==> config.mk <==
export PLATFORM = sky130hd
export DESIGN_NAME = trace_addr_filter
export DESIGN_NICKNAME = d
export VERILOG_FILES = /design/src/rtl/itf_pkg.sv /design/src/rtl/itf_cfg_regs.sv /design/src/rtl/itf_cmp_bank.sv /design/src/rtl/itf_ss_tracker.sv /design/src/rtl/trace_addr_filter.sv
export SDC_FILE = /design/constraint.sdc
export NUM_CORES = 2
export LEC_CHECK = 0
export ABC_AREA = 0
export BUFFER_PORTS_ARGS = -buffer_cell sky130_fd_sc_hd__clkbuf_2
export CAP_MARGIN = 40
export CORE_ASPECT_RATIO = 0.8
export CORE_MARGIN = 2
export CORE_UTILIZATION = 30
export DETAILED_ROUTE_END_ITERATION = 12
export MAX_ROUTING_LAYER = met4
export SLEW_MARGIN = 25
export SYNTH_ARGS = -nofsm -noshare
export SYNTH_HDL_FRONTEND = slang
export SYNTH_SLANG_ARGS = --single-unit
==> constraint.sdc <==
create_clock -name clk -period 3.2 [get_ports clk]
set_input_delay 0.48 -clock clk [delete_from_list [all_inputs] [get_ports clk]]
set_output_delay 0.48 -clock clk [all_outputs]
set_load 0.1 [all_outputs]
==> src/rtl/itf_pkg.sv <==
package itf_pkg;
    localparam int ADDR_W       = 64;
    localparam int VIEW_EVT_BIT = 0;
    localparam int VIEW_SS_BIT  = 9;
    localparam int SS_STOP_BASE = 16;
    localparam int ACC_NS_BASE  = 12;
    localparam int ACC_S_BASE   = 8;

    typedef enum logic [2:0] {
        SEL_CMP_VAL  = 3'd0,
        SEL_CMP_ACC  = 3'd1,
        SEL_INC_MASK = 3'd2,
        SEL_SS_CTL   = 3'd3,
        SEL_VIEW_CTL = 3'd4
    } cfg_sel_e;

    typedef struct packed {
        logic [ADDR_W-1:0] addr;
        logic [1:0]        el;
        logic              secure;
    } instr_t;

    function automatic logic level_allowed(input logic [15:0] acc, input logic [1:0] el,
                                           input logic secure);
        logic [3:0] excl;
        excl = secure ? acc[ACC_S_BASE +: 4] : acc[ACC_NS_BASE +: 4];
        return !excl[el];
    endfunction
endpackage

==> src/rtl/itf_cfg_regs.sv <==
module itf_cfg_regs
    import itf_pkg::*;
#(
    parameter int NUM_PAIRS = 4,
    localparam int NUM_CMP  = 2 * NUM_PAIRS,
    localparam int IDX_W    = $clog2(NUM_CMP)
) (
    input  logic                             clk,
    input  logic                             rst,
    input  logic                             cfg_we,
    input  logic [2:0]                       cfg_sel,
    input  logic [IDX_W-1:0]                 cfg_idx,
    input  logic [ADDR_W-1:0]                cfg_wdata,
    output logic [NUM_CMP-1:0][ADDR_W-1:0]   cmp_val,
    output logic [NUM_CMP-1:0][15:0]         cmp_acc,
    output logic [NUM_PAIRS-1:0]             inc_mask,
    output logic [NUM_CMP-1:0]               ss_start,
    output logic [NUM_CMP-1:0]               ss_stop,
    output logic                             evt_en,
    output logic                             view_wr,
    output logic                             view_ss
);
    cfg_sel_e sel;
    assign sel     = cfg_sel_e'(cfg_sel);
    assign view_wr = cfg_we && (sel == SEL_VIEW_CTL);
    assign view_ss = cfg_wdata[VIEW_SS_BIT];

    always_ff @(posedge clk) begin
        if (rst) begin
            cmp_val  <= '0;
            cmp_acc  <= '0;
            inc_mask <= '0;
            ss_start <= '0;
            ss_stop  <= '0;
            evt_en   <= 1'b0;
        end else if (cfg_we) begin
            case (sel)
                SEL_CMP_VAL:  cmp_val[cfg_idx] <= cfg_wdata;
                SEL_CMP_ACC:  cmp_acc[cfg_idx] <= cfg_wdata[15:0];
                SEL_INC_MASK: inc_mask <= cfg_wdata[NUM_PAIRS-1:0];
                SEL_SS_CTL: begin
                    ss_start <= cfg_wdata[NUM_CMP-1:0];
                    ss_stop  <= cfg_wdata[SS_STOP_BASE +: NUM_CMP];
                end
                SEL_VIEW_CTL: evt_en <= cfg_wdata[VIEW_EVT_BIT];
                default: ;
            endcase
        end
    end
endmodule

==> src/rtl/itf_cmp_bank.sv <==
module itf_cmp_bank
    import itf_pkg::*;
#(
    parameter int NUM_PAIRS = 4,
    localparam int NUM_CMP  = 2 * NUM_PAIRS
) (
    input  instr_t                           instr,
    input  logic [NUM_CMP-1:0][ADDR_W-1:0]   cmp_val,
    input  logic [NUM_CMP-1:0][15:0]         cmp_acc,
    output logic [NUM_CMP-1:0]               single_hit,
    output logic [NUM_PAIRS-1:0]             range_hit
);
    for (genvar i = 0; i < NUM_CMP; i++) begin : g_single
        assign single_hit[i] = level_allowed(cmp_acc[i], instr.el, instr.secure)
                               && (instr.addr == cmp_val[i]);
    end

    for (genvar k = 0; k < NUM_PAIRS; k++) begin : g_range
        assign range_hit[k] = level_allowed(cmp_acc[2*k], instr.el, instr.secure)
                              && (instr.addr >= cmp_val[2*k])
                              && (instr.addr <= cmp_val[2*k+1]);
    end
endmodule

==> src/rtl/itf_ss_tracker.sv <==
module itf_ss_tracker (
    input  logic clk,
    input  logic rst,
    input  logic instr_valid,
    input  logic start_any,
    input  logic stop_any,
    input  logic view_wr,
    input  logic view_ss,
    output logic status
);
    always_ff @(posedge clk) begin
        if (rst)
            status <= 1'b0;
        else if (view_wr)
            status <= view_ss;
        else if (instr_valid && stop_any)
            status <= 1'b0;
        else if (instr_valid && start_any)
            status <= 1'b1;
    end
endmodule

==> src/rtl/trace_addr_filter.sv <==
module trace_addr_filter
    import itf_pkg::*;
#(
    parameter int NUM_PAIRS = 4,
    localparam int NUM_CMP  = 2 * NUM_PAIRS,
    localparam int IDX_W    = $clog2(NUM_CMP)
) (
    input  logic              clk,
    input  logic              rst,
    input  logic              cfg_we,
    input  logic [2:0]        cfg_sel,
    input  logic [IDX_W-1:0]  cfg_idx,
    input  logic [63:0]       cfg_wdata,
    input  logic              instr_valid,
    input  logic [63:0]       instr_addr,
    input  logic [1:0]        instr_el,
    input  logic              instr_secure,
    output logic              trace_en,
    output logic              ss_status
);
    logic [NUM_CMP-1:0][ADDR_W-1:0] cmp_val;
    logic [NUM_CMP-1:0][15:0]       cmp_acc;
    logic [NUM_PAIRS-1:0]           inc_mask;
    logic [NUM_CMP-1:0]             ss_start;
    logic [NUM_CMP-1:0]             ss_stop;
    logic                           evt_en;
    logic                           view_wr;
    logic                           view_ss;
    logic [NUM_CMP-1:0]             single_hit;
    logic [NUM_PAIRS-1:0]           range_hit;
    logic                           start_any;
    logic                           stop_any;
    logic                           ss_used;
    logic                           inc_ok;
    instr_t                         instr;

    assign instr = '{addr: instr_addr, el: instr_el, secure: instr_secure};

    itf_cfg_regs #(.NUM_PAIRS(NUM_PAIRS)) u_cfg (
        .clk(clk), .rst(rst), .cfg_we(cfg_we), .cfg_sel(cfg_sel), .cfg_idx(cfg_idx),
        .cfg_wdata(cfg_wdata), .cmp_val(cmp_val), .cmp_acc(cmp_acc), .inc_mask(inc_mask),
        .ss_start(ss_start), .ss_stop(ss_stop), .evt_en(evt_en), .view_wr(view_wr),
        .view_ss(view_ss)
    );

    itf_cmp_bank #(.NUM_PAIRS(NUM_PAIRS)) u_bank (
        .instr(instr), .cmp_val(cmp_val), .cmp_acc(cmp_acc),
        .single_hit(single_hit), .range_hit(range_hit)
    );

    assign start_any = |(single_hit & ss_start);
    assign stop_any  = |(single_hit & ss_stop);
    assign ss_used   = |{ss_start, ss_stop};
    assign inc_ok    = (inc_mask == '0) || (|(range_hit & inc_mask));

    itf_ss_tracker u_ss (
        .clk(clk), .rst(rst), .instr_valid(instr_valid), .start_any(start_any),
        .stop_any(stop_any), .view_wr(view_wr), .view_ss(view_ss), .status(ss_status)
    );

    assign trace_en = instr_valid && evt_en && inc_ok && (!ss_used || ss_status);
endmodule

Yosys cells after proc, flatten, opt, wreduce, memory -nomap -nowiden:

Cells that the tools add are included.

* order comparisons: 11
* equal/unequal tests: 12
* multiplexer cells: 33
* bitwise logic cells: 3
* reduce and logical (&&, ||, !) cells: 46

Operator list (count)
* 512-bit bitwise mux: 1
* 64-bit equality test: 8
* 64-bit >= comparator: 4
* 64-bit <= comparator: 4
* 64-bit demux with 3-bit select: 1
* 128-bit bitwise mux: 1
* 64-bit 2-to-1 mux: 1
* 16-bit demux with 3-bit select: 1
* 4-bit 2-to-1 mux: 8
* 1-bit logical AND: 23
* 8-bit bitwise AND: 2
* 1-bit binary-select mux with 2-bit select: 8
* 16-bit 2-to-1 mux: 1
* 16-bit OR reduction: 1
* 8-bit OR reduction: 2
* 1-bit 2-to-1 mux: 11
* 2-bit AND reduction: 5
* 1-bit logical NOT: 9
* 3-bit by 2-bit equality test with 1-bit output (second input constant): 2
* 4-bit bitwise AND: 1
* 4-bit logical NOT: 1
* 3-bit by 4-bit less-than comparator with 1-bit output (second input constant): 1
* 4-bit OR reduction: 1
* 3-bit by 1-bit equality test with 1-bit output (second input constant): 1
* other kinds (6): 7

* register bits after elaboration: 662
* bits of input ports: 141
* output and inout bits: 2
* word-level logic and storage cells: 126

Longest topological paths before layout:

* depth after elaboration: 11
* depth in mapped cells: 11
* depth with buffers taken out: 11

By module:

From an unflattened synthesis, not the netlist that was laid out.

* cells, all modules: 4198
* area, all modules: 39100.0 sq um

By module, submodules not included
* itf_cfg_regs: instances 1, cells each 2323, area an instance 25625.8 sq um, seq. area each 13232.7 sq um
* itf_cmp_bank: instances 1, cells each 1850, area an instance 13265.2 sq um, seq. area each 0.0 sq um
* trace_addr_filter: instances 1, cells each 20, area an instance 165.2 sq um, seq. area each 0.0 sq um
* itf_ss_tracker: instances 1, cells each 5, area an instance 43.8 sq um, seq. area each 20.0 sq um

Worst setup path after synthesis:

OpenSTA, ideal clock, no wires.

* path kind: in2out
* start: input port instr_addr[14]
* end: output port trace_en
* data arrival time: 3.656 ns
* path slack: -0.936 ns
* cell stages on the path: 10
* cells stage by stage: ha_1 > nand4_1 > nor3_1 > a21boi_0 > or4b_1 > a221oi_1 > o21ai_0 > a211oi_1 > a31oi_1 > a31oi_1

* word-level cells in the longest chain between the ends: 8
* elaborated cells on any way between the ends: 21

Ends and longest elaborated chain
* from (decl): line trace_addr_filter.sv:15 `input logic [63:0] instr_addr,`
* 64-bit >= comparator: line itf_cmp_bank.sv:20 `&& (instr.addr >= cmp_val[2*k])`
* 1-bit logical AND: line itf_cmp_bank.sv:20
* 1-bit logical AND: line itf_cmp_bank.sv:21 `&& (instr.addr <= cmp_val[2*k+1]);`
* 4-bit bitwise AND *: line trace_addr_filter.sv:54 `assign inc_ok = (inc_mask == '0) || (|(range_hit & inc_mask));`
* 4-bit OR reduction *: line trace_addr_filter.sv:54
* 1-bit logical OR *: line trace_addr_filter.sv:54
* 1-bit logical AND * (2 in series): line trace_addr_filter.sv:61 `assign trace_en = instr_valid && evt_en && inc_ok && (!ss_used || ss_status);`
* to (decl): line trace_addr_filter.sv:18 `output logic trace_en,`

Every way passes the cells marked *; elsewhere a longest branch is shown, timed or not.

Worst setup path in the final report:

* start: register u_cfg.cmp_val[275] in the netlist's numbering
* end: output port trace_en

* word-level cells in the longest chain between the ends: 8

Ends and longest elaborated chain
* from (decl): line itf_cfg_regs.sv:14 `output logic [NUM_CMP-1:0][ADDR_W-1:0] cmp_val,`
* from (signal, indexed assignment): line itf_cfg_regs.sv:38 `SEL_CMP_VAL: cmp_val[cfg_idx] <= cfg_wdata;`
* 64-bit >= comparator: line itf_cmp_bank.sv:20
* 1-bit logical AND: line itf_cmp_bank.sv:20
* 1-bit logical AND: line itf_cmp_bank.sv:21
* 4-bit bitwise AND: line trace_addr_filter.sv:54
* 4-bit OR reduction: line trace_addr_filter.sv:54
* 1-bit logical OR: line trace_addr_filter.sv:54
* 1-bit logical AND (2 in series): line trace_addr_filter.sv:61

No other way between the ends.

==> results.yml <==
synth:
  ys_seq_area_share_pct: 34.8
  synth.area.top_cells: "dfxtp_1, ha_1, nand2_1"
  yosysWarnings: 0
  yosysTopAreaCellShare_pct: 34.8
  synth_ff_type: "dfxtp_1"
  ys_ff_latch: 598
  post-synth-top-area-cell: "dfxtp_1"
  synth_edf_count: 0
  syn_inst: 4468
  syn_nets: 5121
  ys_types: 72
  avgSynthCellArea_sq_um: 7.70
  ys_async_sr_fraction_pct: 0
  syn_area_sq_um: 34400
setup_path:
  slowest_delay_ns: 0.51
  worstSetupPathType: "reg2out"
  critPathRequiredTime_ns: 2.72
  end_kind: "output port"
  path_max_fanout: 3
  arrival_ns: 3.71
  crit_path_start_kind: "flop"
  crit_slowest_cell: "a2111o_1"
  crit_path_cell_trace: "inv_2 > ha_4 > a21oi_2 > o21ai_1 > a221o_1 > a2111o_1 > a221o_1 > a21oi_2 > a211oi_2 > a31oi_2 > a31oi_4 > buf_12"
timing:
  setup_viol: 1
  setup_slack_ns: -0.988
  fmax_mhz: 239
  slew_violations: 0
  tightest_slew_ns: 0.807
  min_period_over_period_pct: 131
  maxSlewHeadroom_pct: 45.7
  hold_violations: 0
  skew_ns: 0.0362
  rsz0062_at_grt: "true"
  min_period_ns: 4.19
floorplan:
  coreArea_sq_um: 114000
  dieHeight_um: 307
  pin_count: 143
  num_rows: 111
  die_w_um: 383
  initial_core_util_pct: 30.1
  dieArea_sq_um: 117000
clock_tree:
  cts_root_buf: "clkbuf_16"
  tritoncts: "yes"
  numClockSinks: 598
  cts_buffer_depth: 3
  cts_buffers: 60
  worstSkewPairLatency_ns: 0.67
  hold_buffers: 0
  htree_levels: 2
  clkTransAtPathRegs_ns: 0.07
layout:
  final_cells: 6364
  multiInputGateArea_sq_um: 20000
  layout.nets: 5447
  mostFrequentLayoutCell: "nand2_1"
  layout_common_cells: "nand2_1, a21oi_1, dfxtp_1, inv_1, ha_1"
  final_layout_size_suffix_gt1_share_pct: 14.1
  num-fill-cells: 12000
  regArea_sq_um: 12000
  area_growth_pct: 20.7
placed_design:
  place_inst: 6255
  globalplace.congestion: 0.909
  portBuffers: 142
  place_hpwl_um: 83200
power_and_ir_drop:
  total_power_mw: 16.6
  power.switching_mw: 4.39
  clkPwrFrac_pct: 43.3
  power.share.sequential_pct: 45.1
  combPwrFrac_pct: 11.6
  internal_power_mw: 12.2
  p_per_area_nw_per_um2: 400
  peakVddDrop_mv: 0.428
  leakage_nw: 15.3
  swShare_pct: 26.4
detailed_routing:
  num_vias: 31600
  wl_met1_um: 54400
  wl_um: 115000
  ant_nets: 0
  vias_per_cell: 4.96
  route.detailed.drc: 0
  dr.pass1.iters: 5
  wl_met2_um: 49300
  routed.top_layer: "met4"
  drtIter0Drc: 2646
  wire_per_inst_um: 18.1
  wl_met3_um: 9000
global_route:
  grt_pass1_vias: 29600
  grt_overflow: 0
  grt_pass1_wl_um: 175000
  track_usage_pct: 19.8
  grt_max_degree: 85
  grt_antenna_before_repair: 4
job:
  maxCapViolations: 0
run_status:
  violations: "setup timing"
  outcome: "complete, but fails checks"
min_path:
  hold_path.class: "in2reg"
metal layers:
metal | vias to the layer above | track usage (%)
li1 | 15600 | -
met1 | 14900 | 27.6
met2 | 920 | 29.7
met3 | 159 | 3.46
met4 | 0 | 4.82
met5 | - | -
cell type report:
cell class | instances | share of cell area (%)
multi-input combinational | 3118 | 48.2
sequential | 598 | 28.9
timing repair buffer | 503 | 9.07
inverter | 513 | 4.64
tap | 1525 | 4.59
clock buffer | 87 | 4.10
clock inverter | 18 | 0.539
antenna | 2 | 0.0121
logic make-up after synthesis:
family                   Yosys count  share of synthesized area [%]
flip-flops                       598                           34.8
AND/OR/NAND/NOR                 1561                           19.2
adder cells (fa/ha/maj)          512                           18.6
buffers and inverters            752                           8.50
multiplexers                      90                           3.39
AO/OA/AOI/OAI                    955                           15.5
registers in the layout, indices dropped and copies added (netlist names):
| signal | count |
|---|---|
| u_cfg.ss_start | 8 |
| u_cfg.cmp_val | 512 |
| u_cfg.ss_stop | 8 |
| u_cfg.cmp_acc | 64 |
| u_cfg.evt_en | 1 |
| u_cfg.inc_mask | 4 |
| u_ss.status | 1 |
stage by stage:
stage | setup WS, ns | utilization, % | setup TNS (ns) | hold WS (ns) | area [sq um]
after CTS | -0.995 | 36.2 | -0.995 | 0.127 | 41300
after detailed placement | -1.06 | 34.3 | -1.28 | 0.446 | 39200
after global placement | -1.32 | 34.3 | -1.54 | 0.442 | 39100
final | -0.988 | 36.4 | -0.988 | 0.154 | 41500
after global routing | -1.08 | 36.4 | -1.08 | 0.170 | 41500
after floorplan | -0.0690 | - | -0.0690 | 0.436 | 34400
cell usage after synthesis, types with 24 or more instances:
library cell,instances
nor4_1,24
nor2_1,121
inv_1,513
nand2_1,1142
a21o_1,85
ha_1,512
a21oi_1,706
nand4_1,114
dfxtp_1,598
buf_2,60
clkbuf_1,173
o21ai_0,55
mux2i_1,71
nand3_1,60
worst max-delay path, delay by kind of cell, from the launching register on:
kind	cells	cell delay [ns]
AO/OA/AOI/OAI	9	2.20
flip-flops	1	0.34
buffers and inverters	2	0.27
adder cells (fa/ha/maj)	1	0.21
final timing paths:
check / from / to / slack (ns) / cells after the start
worst min register to register: u_cfg.cmp_val[473]$_SDFFE_PP0P_ / u_cfg.cmp_val[473]$_SDFFE_PP0P_ / 0.45 / 2
worst max-delay path: u_cfg.cmp_val[275]$_SDFFE_PP0P_ / trace_en / -0.99 / 12
worst min-delay path: instr_valid / u_ss.status$_SDFFE_PP0P_ / 0.15 / 4
worst max register to register: u_cfg.cmp_val[94]$_SDFFE_PP0P_ / u_ss.status$_SDFFE_PP0P_ / 0.28 / 15
what timing repair did:
item | CTS | global route
gates resized for setup | 38 | 41
setup buffers | 0 | 4
setup endpoints to repair | 1 | 2
pin swaps | 18 | 22
power by group through the flow:
stage               logic (mW)  registers [mW]  clock network [mW]
CTS                       1.89            7.50                7.33
global placement          1.82            7.66                   0
global route              2.13            7.50                7.61
detailed placement        1.86            7.66                   0
finish                    1.93            7.50                7.21
floorplan                0.957            7.66                   0
Power figures use the tool's default switching activity.
